**src/rtl/sdiv_pkg.sv**
```systemverilog
package sdiv_pkg;
  typedef enum logic [1:0] {ST_IDLE, ST_RUN, ST_FIX} state_e;

  // operand width for a size code: 8 << code
  function automatic int unsigned op_bits(input int unsigned sel);
    return 32'd8 << sel;
  endfunction
endpackage

```
**src/rtl/sdiv_prep.sv**
```systemverilog
module sdiv_prep
  import sdiv_pkg::*;
#(
  parameter int unsigned NUM_SZ = 4,
  parameter int unsigned MAX_W  = 64,
  parameter int unsigned SZW    = 2
) (
  input  logic [SZW-1:0]   sz_i,
  input  logic [MAX_W-1:0] hi_i,
  input  logic [MAX_W-1:0] lo_i,
  input  logic [MAX_W-1:0] dvs_i,
  output logic [MAX_W-1:0] r0_o,
  output logic [MAX_W-1:0] q0_o,
  output logic [MAX_W-1:0] dmag_o,
  output logic             dvd_neg_o,
  output logic             dvs_neg_o,
  output logic             pre_err_o
);
  localparam int unsigned DW = 2 * MAX_W;

  logic [DW-1:0]    dvd_ext [NUM_SZ];
  logic [MAX_W-1:0] dvs_ext [NUM_SZ];

  for (genvar s = 0; s < NUM_SZ; s++) begin : g_sz
    localparam int unsigned W = 8 << s;
    logic [2*W-1:0] joined;
    assign joined     = {hi_i[W-1:0], lo_i[W-1:0]};
    assign dvd_ext[s] = DW'($signed(joined));
    assign dvs_ext[s] = MAX_W'($signed(dvs_i[W-1:0]));
  end

  logic [DW-1:0]    dvd_sel, dvd_mag, hi_mag;
  logic [MAX_W-1:0] dvs_sel;
  int unsigned      w_bits;

  always_comb begin
    w_bits    = op_bits(32'(sz_i));
    dvd_sel   = dvd_ext[sz_i];
    dvs_sel   = dvs_ext[sz_i];
    dvd_neg_o = dvd_sel[DW-1];
    dvs_neg_o = dvs_sel[MAX_W-1];
    dvd_mag   = dvd_neg_o ? (DW'(0) - dvd_sel) : dvd_sel;
    dmag_o    = dvs_neg_o ? (MAX_W'(0) - dvs_sel) : dvs_sel;
    hi_mag    = dvd_mag >> w_bits;
    // magnitude quotient would need more than W bits (or divisor is zero)
    pre_err_o = hi_mag >= {{(DW-MAX_W){1'b0}}, dmag_o};
    r0_o      = pre_err_o ? '0 : hi_mag[MAX_W-1:0];
    q0_o      = dvd_mag[MAX_W-1:0] << (MAX_W - w_bits);
  end
endmodule

```
**src/rtl/sdiv_step.sv**
```systemverilog
module sdiv_step #(
  parameter int unsigned MAX_W = 64
) (
  input  logic [MAX_W-1:0] r_i,
  input  logic [MAX_W-1:0] q_i,
  input  logic [MAX_W-1:0] d_i,
  output logic [MAX_W-1:0] r_o,
  output logic [MAX_W-1:0] q_o
);
  logic [MAX_W:0]   trial;
  logic [MAX_W-1:0] diff;
  logic             ge;

  always_comb begin
    trial = {r_i, q_i[MAX_W-1]};
    ge    = trial >= {1'b0, d_i};
    diff  = trial[MAX_W-1:0] - d_i;
    r_o   = ge ? diff : trial[MAX_W-1:0];
    q_o   = {q_i[MAX_W-2:0], ge};
  end
endmodule

```
**src/rtl/sdiv_fix.sv**
```systemverilog
module sdiv_fix
  import sdiv_pkg::*;
#(
  parameter int unsigned NUM_SZ = 4,
  parameter int unsigned MAX_W  = 64,
  parameter int unsigned SZW    = 2
) (
  input  logic [SZW-1:0]   sz_i,
  input  logic [MAX_W-1:0] qmag_i,
  input  logic [MAX_W-1:0] rmag_i,
  input  logic             dvd_neg_i,
  input  logic             dvs_neg_i,
  input  logic             pre_err_i,
  output logic [MAX_W-1:0] quo_o,
  output logic [MAX_W-1:0] rem_o,
  output logic             err_o
);
  logic [MAX_W-1:0] q_sgn, r_sgn;
  logic [MAX_W-1:0] q_ext [NUM_SZ];
  logic [MAX_W-1:0] r_ext [NUM_SZ];
  logic [MAX_W:0]   lim;
  logic             neg_q, ovf;
  int unsigned      w_bits;

  always_comb begin
    w_bits = op_bits(32'(sz_i));
    neg_q  = dvd_neg_i ^ dvs_neg_i;
    lim    = {{MAX_W{1'b0}}, 1'b1} << (w_bits - 1);
    // negative side reaches 2^(W-1), positive side stops one short
    ovf    = neg_q ? ({1'b0, qmag_i} > lim) : ({1'b0, qmag_i} >= lim);
    q_sgn  = neg_q ? (MAX_W'(0) - qmag_i) : qmag_i;
    r_sgn  = dvd_neg_i ? (MAX_W'(0) - rmag_i) : rmag_i;
    err_o  = pre_err_i | ovf;
  end

  for (genvar s = 0; s < NUM_SZ; s++) begin : g_sz
    localparam int unsigned W = 8 << s;
    assign q_ext[s] = MAX_W'($signed(q_sgn[W-1:0]));
    assign r_ext[s] = MAX_W'($signed(r_sgn[W-1:0]));
  end

  assign quo_o = q_ext[sz_i];
  assign rem_o = r_ext[sz_i];
endmodule

```
**src/rtl/sdiv_top.sv**
```systemverilog
module sdiv_top
  import sdiv_pkg::*;
#(
  parameter int unsigned NUM_SZ = 4,
  localparam int unsigned SZW   = $clog2(NUM_SZ),
  localparam int unsigned MAX_W = 8 << (NUM_SZ - 1)
) (
  input  logic             clk_i,
  input  logic             rst_ni,
  input  logic             start_i,
  input  logic [SZW-1:0]   size_i,
  input  logic [MAX_W-1:0] dvd_hi_i,
  input  logic [MAX_W-1:0] dvd_lo_i,
  input  logic [MAX_W-1:0] dvs_i,
  output logic             busy_o,
  output logic             done_o,
  output logic             div_err_o,
  output logic [MAX_W-1:0] quo_o,
  output logic [MAX_W-1:0] rem_o,
  output logic [15:0]      pack_o
);
  localparam int unsigned CW = $clog2(MAX_W);

  state_e           state_q;
  logic [CW-1:0]    cnt_q;
  logic [SZW-1:0]   sz_q;
  logic [MAX_W-1:0] r_q, q_q, d_q, quo_q, rem_q;
  logic             dvd_neg_q, dvs_neg_q, pre_err_q, done_q, err_q;

  logic [MAX_W-1:0] r0, q0, dmag, r_n, q_n, fix_quo, fix_rem;
  logic             dvd_neg, dvs_neg, pre_err, fix_err;

  sdiv_prep #(.NUM_SZ(NUM_SZ), .MAX_W(MAX_W), .SZW(SZW)) u_prep (
    .sz_i(size_i), .hi_i(dvd_hi_i), .lo_i(dvd_lo_i), .dvs_i(dvs_i),
    .r0_o(r0), .q0_o(q0), .dmag_o(dmag),
    .dvd_neg_o(dvd_neg), .dvs_neg_o(dvs_neg), .pre_err_o(pre_err)
  );

  sdiv_step #(.MAX_W(MAX_W)) u_step (
    .r_i(r_q), .q_i(q_q), .d_i(d_q), .r_o(r_n), .q_o(q_n)
  );

  sdiv_fix #(.NUM_SZ(NUM_SZ), .MAX_W(MAX_W), .SZW(SZW)) u_fix (
    .sz_i(sz_q), .qmag_i(q_q), .rmag_i(r_q),
    .dvd_neg_i(dvd_neg_q), .dvs_neg_i(dvs_neg_q), .pre_err_i(pre_err_q),
    .quo_o(fix_quo), .rem_o(fix_rem), .err_o(fix_err)
  );

  always_ff @(posedge clk_i or negedge rst_ni) begin
    if (!rst_ni) begin
      state_q   <= ST_IDLE;
      cnt_q     <= '0;
      sz_q      <= '0;
      r_q       <= '0;
      q_q       <= '0;
      d_q       <= '0;
      dvd_neg_q <= 1'b0;
      dvs_neg_q <= 1'b0;
      pre_err_q <= 1'b0;
      quo_q     <= '0;
      rem_q     <= '0;
      done_q    <= 1'b0;
      err_q     <= 1'b0;
    end else begin
      done_q <= 1'b0;
      err_q  <= 1'b0;
      unique case (state_q)
        ST_IDLE: begin
          if (start_i) begin
            sz_q      <= size_i;
            r_q       <= r0;
            q_q       <= q0;
            d_q       <= dmag;
            dvd_neg_q <= dvd_neg;
            dvs_neg_q <= dvs_neg;
            pre_err_q <= pre_err;
            cnt_q     <= CW'(op_bits(32'(size_i)) - 1);
            state_q   <= ST_RUN;
          end
        end
        ST_RUN: begin
          r_q <= r_n;
          q_q <= q_n;
          if (cnt_q == '0) state_q <= ST_FIX;
          else             cnt_q   <= cnt_q - 1'b1;
        end
        ST_FIX: begin
          done_q <= 1'b1;
          err_q  <= fix_err;
          if (!fix_err) begin
            quo_q <= fix_quo;
            rem_q <= fix_rem;
          end
          state_q <= ST_IDLE;
        end
        default: state_q <= ST_IDLE;
      endcase
    end
  end

  assign busy_o    = state_q != ST_IDLE;
  assign done_o    = done_q;
  assign div_err_o = err_q;
  assign quo_o     = quo_q;
  assign rem_o     = rem_q;
  assign pack_o    = {rem_q[7:0], quo_q[7:0]};

  assert_done_pulse_R7: assert property (@(posedge clk_i) disable iff (!rst_ni)
    done_o |=> !done_o);
  assert_done_idle_R7: assert property (@(posedge clk_i) disable iff (!rst_ni)
    done_o |-> !busy_o);
  assert_err_with_done_R4: assert property (@(posedge clk_i) disable iff (!rst_ni)
    div_err_o |-> done_o);
  assert_err_keeps_result_R4: assert property (@(posedge clk_i) disable iff (!rst_ni)
    div_err_o |-> ($stable(quo_o) && $stable(rem_o)));
  assert_partial_rem_R3: assert property (@(posedge clk_i) disable iff (!rst_ni)
    (state_q == ST_RUN && !pre_err_q) |-> (r_q < d_q));
  assert_busy_start_R8: assert property (@(posedge clk_i) disable iff (!rst_ni)
    (busy_o && start_i) |=> (busy_o || done_o));
endmodule

```
**config.mk**
```make
export PLATFORM = sky130hd
export DESIGN_NAME = sdiv_top
export DESIGN_NICKNAME = d
export VERILOG_FILES = /design/src/rtl/sdiv_pkg.sv /design/src/rtl/sdiv_prep.sv /design/src/rtl/sdiv_step.sv /design/src/rtl/sdiv_fix.sv /design/src/rtl/sdiv_top.sv
export SDC_FILE = /design/constraint.sdc
export NUM_CORES = 2
export LEC_CHECK = 0
export BUFFER_PORTS_ARGS = -buffer_cell sky130_fd_sc_hd__buf_2
export CAP_MARGIN = 10
export CORE_MARGIN = 5
export CORE_UTILIZATION = 27
export CTS_CLUSTER_DIAMETER = 60
export CTS_CLUSTER_SIZE = 10
export DETAILED_ROUTE_END_ITERATION = 8
export GPL_ROUTABILITY_DRIVEN = 0
export SLEW_MARGIN = 20
export SYNTH_ARGS = -nofsm -noshare
export SYNTH_HDL_FRONTEND = slang
export SYNTH_HIERARCHICAL = 1
export SYNTH_SLANG_ARGS = --single-unit
export TNS_END_PERCENT = 50
```
**constraint.sdc**
```tcl
create_clock -name clk_i -period 6.2 [get_ports clk_i]
set_clock_uncertainty 0.05 [all_clocks]
set_input_delay 1.24 -clock clk_i [delete_from_list [all_inputs] [get_ports clk_i]]
set_output_delay 1.24 -clock clk_i [all_outputs]
set_load 0.01 [all_outputs]
```
[After elaboration in Yosys (flattened, before gate mapping)]
Index checks and enable logic that the tools add are counted.
Word-level totals
  input port bits: 197
  flip-flop bits (word level): 335
  word-level logic and storage cells: 83
  output and inout bits: 147
Operators by class
  magnitude comparators: 6
  bitwise logic cells: 5
  equality and inequality tests: 5
  muxes and demuxes: 31
  shift-type cells: 5
  add/sub/neg operators: 9
  reduce and logical (&&, ||, !) cells: 9
Operator list (number)
  $mux W64: 13
  $bmux W64 S2: 3
  $mux W128: 3
  $bmux W128 S2: 1
  $pmux W64 S2: 2
  $sub A1 B64 Y64 const A: 3
  $ge A128 B64 Y1: 1
  $shr A128 B32 Y128: 1
  $sub A1 B128 Y128 const A: 1
  $ge A64 B65 Y1: 1
  $ge A65 B64 Y1: 1
  $gt A64 B65 Y1: 1
  $shl A1 B32 Y65 const A: 1
  $shl A4 B2 Y32 const A: 2
  $shl A64 B32 Y64: 1
  $sub A64 B64 Y64: 1
  $sub A32 B1 Y32 const B: 1
  $sub A7 B32 Y32 const A: 1
  $mux W6: 2
  $pmux W6 S2: 1
  $sub A6 B1 Y6 const B: 2
  $reduce_and A2 Y1: 4
  $ge A3 B3 Y1 const B: 2
  $logic_not A6 Y1: 1
  other kinds (13): 20

[Depth between registers and ports, before layout]
  depth after elaboration: 11
  mapped depth: 31

[Modules after synthesis]
The synthesis kept the hierarchy.
Modules (own cells, without submodules)
  sdiv_top: area each 13964.6 um2, sequential area each 8383.0 um2, instances 1, cells an instance 1039
  sdiv_prep: area each 13232.7 um2, sequential area each 0.0 um2, instances 1, cells an instance 2044
  sdiv_step: area each 5272.6 um2, sequential area each 0.0 um2, instances 1, cells an instance 821
  sdiv_fix: area each 4688.2 um2, sequential area each 0.0 um2, instances 1, cells an instance 728

[Worst setup path after synthesis]
OpenSTA, ideal clock, no wires.
  path kind: input to register
  start: input port size_i[0]
  end: register r_q[57]
  path buffers: 5
  stages on the path: 24
  setup time: 0.083 ns
  slack: -0.445 ns
  arrival time: 6.512 ns
  cells stage by stage: buf_6 -> mux4_2 -> a221o_1 -> or4_4 -> buf_6 -> or3_4 -> o21ai_1 -> nand4b_1 -> a41oi_1 -> nand2_1 -> ha_1 -> a21o_1 -> a211o_1 -> a221o_1 -> a31oi_1 -> o41a_1 -> a21bo_2 -> clkbuf_1 -> clkbuf_1 -> clkbuf_1 -> nand2_1 -> mux2i_1 -> mux2i_1 -> o21ai_0
On the way
  word-level cells in the longest chain between the ends: 11
  elaborated cells on any way between the ends: 17
RTL lines
  from (decl): line sdiv_top.sv:11  | input logic [SZW-1:0] size_i,
  $not A2 Y3 (not written as such): line sdiv_prep.sv:38, sdiv_prep.sv:39
  $bmux W128 S2: line sdiv_prep.sv:38  | dvd_sel = dvd_ext[sz_i];
  $mux W128 (not written as such) (2 in a row): line sdiv_prep.sv:38
  $sub A1 B128 Y128: line sdiv_prep.sv:42  | dvd_mag = dvd_neg_o ? (DW'(0) - dvd_sel) : dvd_sel;
  $mux W128: line sdiv_prep.sv:42
  $shr A128 B32 Y128: line sdiv_prep.sv:44  | hi_mag = dvd_mag >> w_bits;
  $ge A128 B64 Y1: line sdiv_prep.sv:46  | pre_err_o = hi_mag >= {{(DW-MAX_W){1'b0}}, dmag_o};
  $mux W64 (*): line sdiv_prep.sv:47  | r0_o = pre_err_o ? '0 : hi_mag[MAX_W-1:0];
  via r0[57]: line sdiv_top.sv:30  | logic [MAX_W-1:0] r0, q0, dmag, r_n, q_n, fix_quo, fix_rem;
  $mux W64 (*): line sdiv_top.sv:69  | if (start_i) begin
  $pmux W64 S2 (*): line sdiv_top.sv:67  | unique case (state_q)
  to (signal assigned): line sdiv_top.sv:71  | r_q <= r0;
  to (signal assigned): line sdiv_top.sv:82  | r_q <= r_n;
  to (decl): line sdiv_top.sv:27  | logic [MAX_W-1:0] r_q, q_q, d_q, quo_q, rem_q;
Mark *: on every way through the listed nets, which the timed path passes. The rest lies on a longest branch. The select of a mux whose other input is x is not followed.
A chain may end at the register's enable or synchronous reset.

[Final worst setup path]
  start: input port size_i[0]
  end: register r_q[6]
On the way
  word-level cells in the longest chain between the ends: 11
  elaborated cells on any way between the ends: 17
RTL lines
  $not A2 Y3 (not written as such) (*): line sdiv_prep.sv:38
  $bmux W128 S2 (*): line sdiv_prep.sv:38
  $mux W128 (not written as such) (*) (2 in a row): line sdiv_prep.sv:38
  via dvd_neg: line sdiv_top.sv:31  | logic dvd_neg, dvs_neg, pre_err, fix_err;
  $sub A1 B128 Y128: line sdiv_prep.sv:42
  $mux W128 (*): line sdiv_prep.sv:42
  $shr A128 B32 Y128 (*): line sdiv_prep.sv:44
  $ge A128 B64 Y1 (*): line sdiv_prep.sv:46
  via pre_err: line sdiv_top.sv:31
  $mux W64 (*): line sdiv_prep.sv:47
  via r0[6]: line sdiv_top.sv:30
  $mux W64 (*): line sdiv_top.sv:69
  $pmux W64 S2 (*): line sdiv_top.sv:67
Marks and branches as above.

==> summary.md <==
| Metric | Value |
|---|---|
| Status | `finished with violations` |
| Failing checks | `setup timing` |
| Synth Area per Inst | `8.02 um2` |
| Clock buffer depth | `3` |
| Yosys reg bits | `335` |
| Hold Fails Final Rpt | `0` |
| Worst hold path type | `reg -> reg` |
| First-pass GRT wire length | `~250 mm` |
| Cell count after synthesis | `4632` |
| Min Tclk post-route | `a little over 6 ns` |
| Final Max Slew Viols | `0` |
| Total chip power | `19.6 mW` |
| Antenna Nets Post-Route | `0` |
| CTS tree | `built` |
| Slew @ Worst Pin | `between 1 and 1.5 ns` |
| Core ar. | `137000 um2` |
| Static leakage | `around 20 nW` |
| Cell variety after synth | `127` |
| Dpl cell area | `45000 um2` |
| CTS Hold Buffers Added | `0` |
| Net Sw Power | `10.2 mW` |
| Clock Sinks | `335` |
| Final cell count without fillers | `just over 7000` |
| Starting Density | `27.1%` |
| Die Footprint | `around 150000 um2` |
| Share of layout cells above drive strength 1 | `between 30% and 40%` |
| Tcrit/Tclk final | `100%` |
| I/O pins | `344` |
| Critical path class | `in -> reg` |
| Initial DRC Count | `~4800` |
| CP required | `between 6 and 7 ns` |
| Final worst setup slack | `-0.00628 ns` |
| Largest net degree at the start of global routing | `264` |
| Top_reg_cell synth | `dfrtp_1` |
| Synthesized cell area | `37200 um2` |
| Fin util | `34.0%` |
| First-pass iteration count of the detailed router | `6` |
| Register area share after synthesis | `22.6%` |
| Row count | `between 100 and 150` |
| H-tree depth | `2` |
| Wire per inst | `23.7 um` |
| Fin nets | `5766` |
| Total routing usage reported by global routing | `22.3%` |
| Critical Path Most Common Cell | `buf_4` |
| Routed via count | `40700` |
| Worst VDD drop | `0.000454 V` |
| Crit path launch type | `input pin` |
| # DRC | `0` |
| Yosys synthesis warning count | `6` |
| Total placed cells including tap cells | `7167` |
| Die H | `381 um` |
| Sequential cell area | `8380 um2` |
| Setup Viol. Count Final | `1` |
| Fmax | `between 0.15 and 0.2 GHz` |
| Post-route cell area | `46600 um2` |
| Reg power frac | `21.8%` |
| EDFF count, synth | `0` |
| Asr flop ratio synth | `100%` |
| Multi-input gate area | `approximately 26000 um2` |
| Area Growth Syn to Fin | `25.5%` |
| Num CTS Buffers | `39` |
| GRT overflow | `0` |
| Crit path arrival time | `6.63 ns` |
| Number of max-cap violations | `0` |
| Initial antenna violation count | `24` |
| Buffers on Ports | `about 340` |
| Root Driver | `clkbuf_16` |
| Delay-heaviest family, CP | `buffers and inverters` |
| Clk Latency, worst-skew pair | `0.56 ns` |
| Die width | `381 um` |
| Vias in the first global route | `38100` |
| Worst hold slack | `a little under 0.4 ns` |
| Critical Path End Type | `register` |
| Sw frac | `between 50 and 60%` |
| CP max-delay cell | `xnor2_1` |
| Gate power share | `67.6%` |
| CP max FO | `21` |
| Pint | `9.45 mW` |
| Clock share of power | `10.6%` |
| Via-to-Cell Ratio | `around 5.6` |
| Layout fillers | `14500` |
| DP Wirelength | `140 mm` |
| Max incr delay on CP | `0.55 ns` |
| Slew Limit Headroom | `27.9%` |
| Clock slew at reported path FFs | `0.06 ns` |
| Worst path bufs/invs | `10` |
| WL final | `around 170 mm` |
| RSZ-0062 raised after global routing | `yes` |
| Pwr/cell area | `420 nW/um2` |
-- cells in the mapped netlist (13+ instances only) --
library cell  instances  area share [%]
a211o_1              13            0.31
a211oi_1             40            0.81
a21boi_0             14            0.28
a21o_1               38            0.77
a21oi_1             284             3.8
a31oi_1              80             1.3
a41oi_1              21            0.49
and2_1               59            0.99
and3_1               27            0.45
buf_1                21            0.21
buf_2                57            0.77
buf_4               101             2.0
buf_6                33             1.0
clkbuf_1            165             1.7
dfrtp_1             335              23
ha_1                140             4.7
inv_1               154             1.6
mux2_2              224             6.8
mux2i_1             178             4.8
mux4_2               26             1.6
nand2_1             478             4.8
nand2b_1             61             1.0
nand3_1              79             1.1
nand4_1              61             1.0
nor2_1              338             3.4
nor2b_1              18            0.30
nor3_1              127             1.7
nor3b_1              19            0.38
nor4_1               75             1.3
o2111ai_1            13            0.31
o211ai_1             19            0.38
o21a_1               25            0.51
o21ai_0             388             5.2
o21ai_1              75             1.0
o21bai_1             27            0.55
o22ai_1              14            0.24
o31ai_1              52             1.1
o41ai_1              25            0.59
or2_2                28            0.47
or3_1                54            0.91
or4_1                29            0.59
xnor2_1             159             3.7
xor2_1              157             3.7
-- cells in the final DEF, fill, tap and decap left out, drive strengths merged, types with 14 or more instances in the layout --
master and count:
o22ai 14, inv 157, xor2 157, a21o 40, mux2 237, a31o 14
buf 1145, a21oi 286, nor3 132, a211oi 43, nor4b 14, o31ai 55
a21boi 16, clkbuf 43, o21a 27, nor3b 21, or3 57, mux4 26
ha 140, o21ai 467, or4 40, o21bai 27, and2 61, a31oi 82
nand4 65, or2 30, o41ai 33, mux2i 178, nand2 482, nand2b 61
nor4 95, a41oi 22, o211ai 20, nor2b 21, nand3 80, dfrtp 335
and3 27, nor2 339, xnor2 160
-- registers in the layout, summed over array words and instances (netlist names) --
signal     cells
q_q           64
cnt_q          6
dvd_neg_q      1
dvs_neg_q      1
rem_o         64
div_err_o      1
d_q           64
sz_q           2
pre_err_q      1
quo_o         64
state_q        2
done_o         1
r_q           64
-- power by group through the flow --
stage	Clock (mW)	Sequential [mW]	Combinational [mW]
CTS	2.15	4.22	12.9
floorplan	0	3.69	9.66
global placement	0	4.23	12.7
detailed placement	0	4.26	12.9
global route	2.21	4.37	14.5
finish	2.08	4.27	13.2
-- routing by layer --
layer	routed length, um	GRT usage (%)	part of all wire [%]
met5	77	0	0.045
met2	71100	33.4	41
met3	17400	4.42	10
met1	72900	30.6	42
met4	10400	11.0	6.0
-- path summary, 6_finish.rpt --
path	cells past startpoint	end	slack, ns	startpoint
max	25	r_q[6]	-0.006	size_i[0]
max in group asynchronous	2	dvd_neg_q	4.35	rst_ni
min	1	state_q[1]	0.39	cnt_q[5]
min in group asynchronous	1	quo_o[43]	0.54	rst_ni
max reg2reg	11	rem_o[38]	1.43	sz_q[0]
min reg2reg	1	state_q[1]	0.39	cnt_q[5]
-- final cells by class --
| class | instances | area share [%] |
|---|---|---|
| Tap cell | 1794 | 4.81 |
| Clock inverter | 3 | 0.0698 |
| Inverter | 158 | 1.30 |
| Timing Repair Buffer | 1147 | 17.2 |
| Sequential cell | 335 | 18.0 |
| Clock buffer | 41 | 2.15 |
| Multi-Input combinational cell | 3747 | 56.4 |
| Antenna cell | 12 | 0.0644 |
-- logic make-up after synthesis --
| logic type | synth area share (%) |
|---|---|
| other | 0.0101 |
| xor gates and xnor gates | 7.49 |
| AOI/OAI and AO/OA | 21.7 |
| and+or+nand+nor | 21.9 |
| DFF | 22.6 |
| buffers and inverters | 7.90 |
| muxes | 13.6 |
| adders and majority gates | 4.77 |
-- timing repair --
| action | in CTS | in global routing |
|---|---|---|
| buffers inserted | 2 | 11 |
| gates cloned | 0 | 1 |
| pin swaps | 2 | 21 |
| resized for setup | 14 | 66 |
| endpoints found under the setup margin | 54 | 65 |
-- through the flow --
stage / setup WS, ns / setup TNS [ns]
3_3_place_gp: -0.744 / -39.34
5_1_grt: -0.0561 / -0.349
2_1_floorplan: 0.00694 / 0
6_report: -0.00628 / -0.00628
3_5_place_dp: -0.738 / -41.33
4_1_cts: 0.0474 / 0
Note: power is estimated with default switching activity, not from simulation.
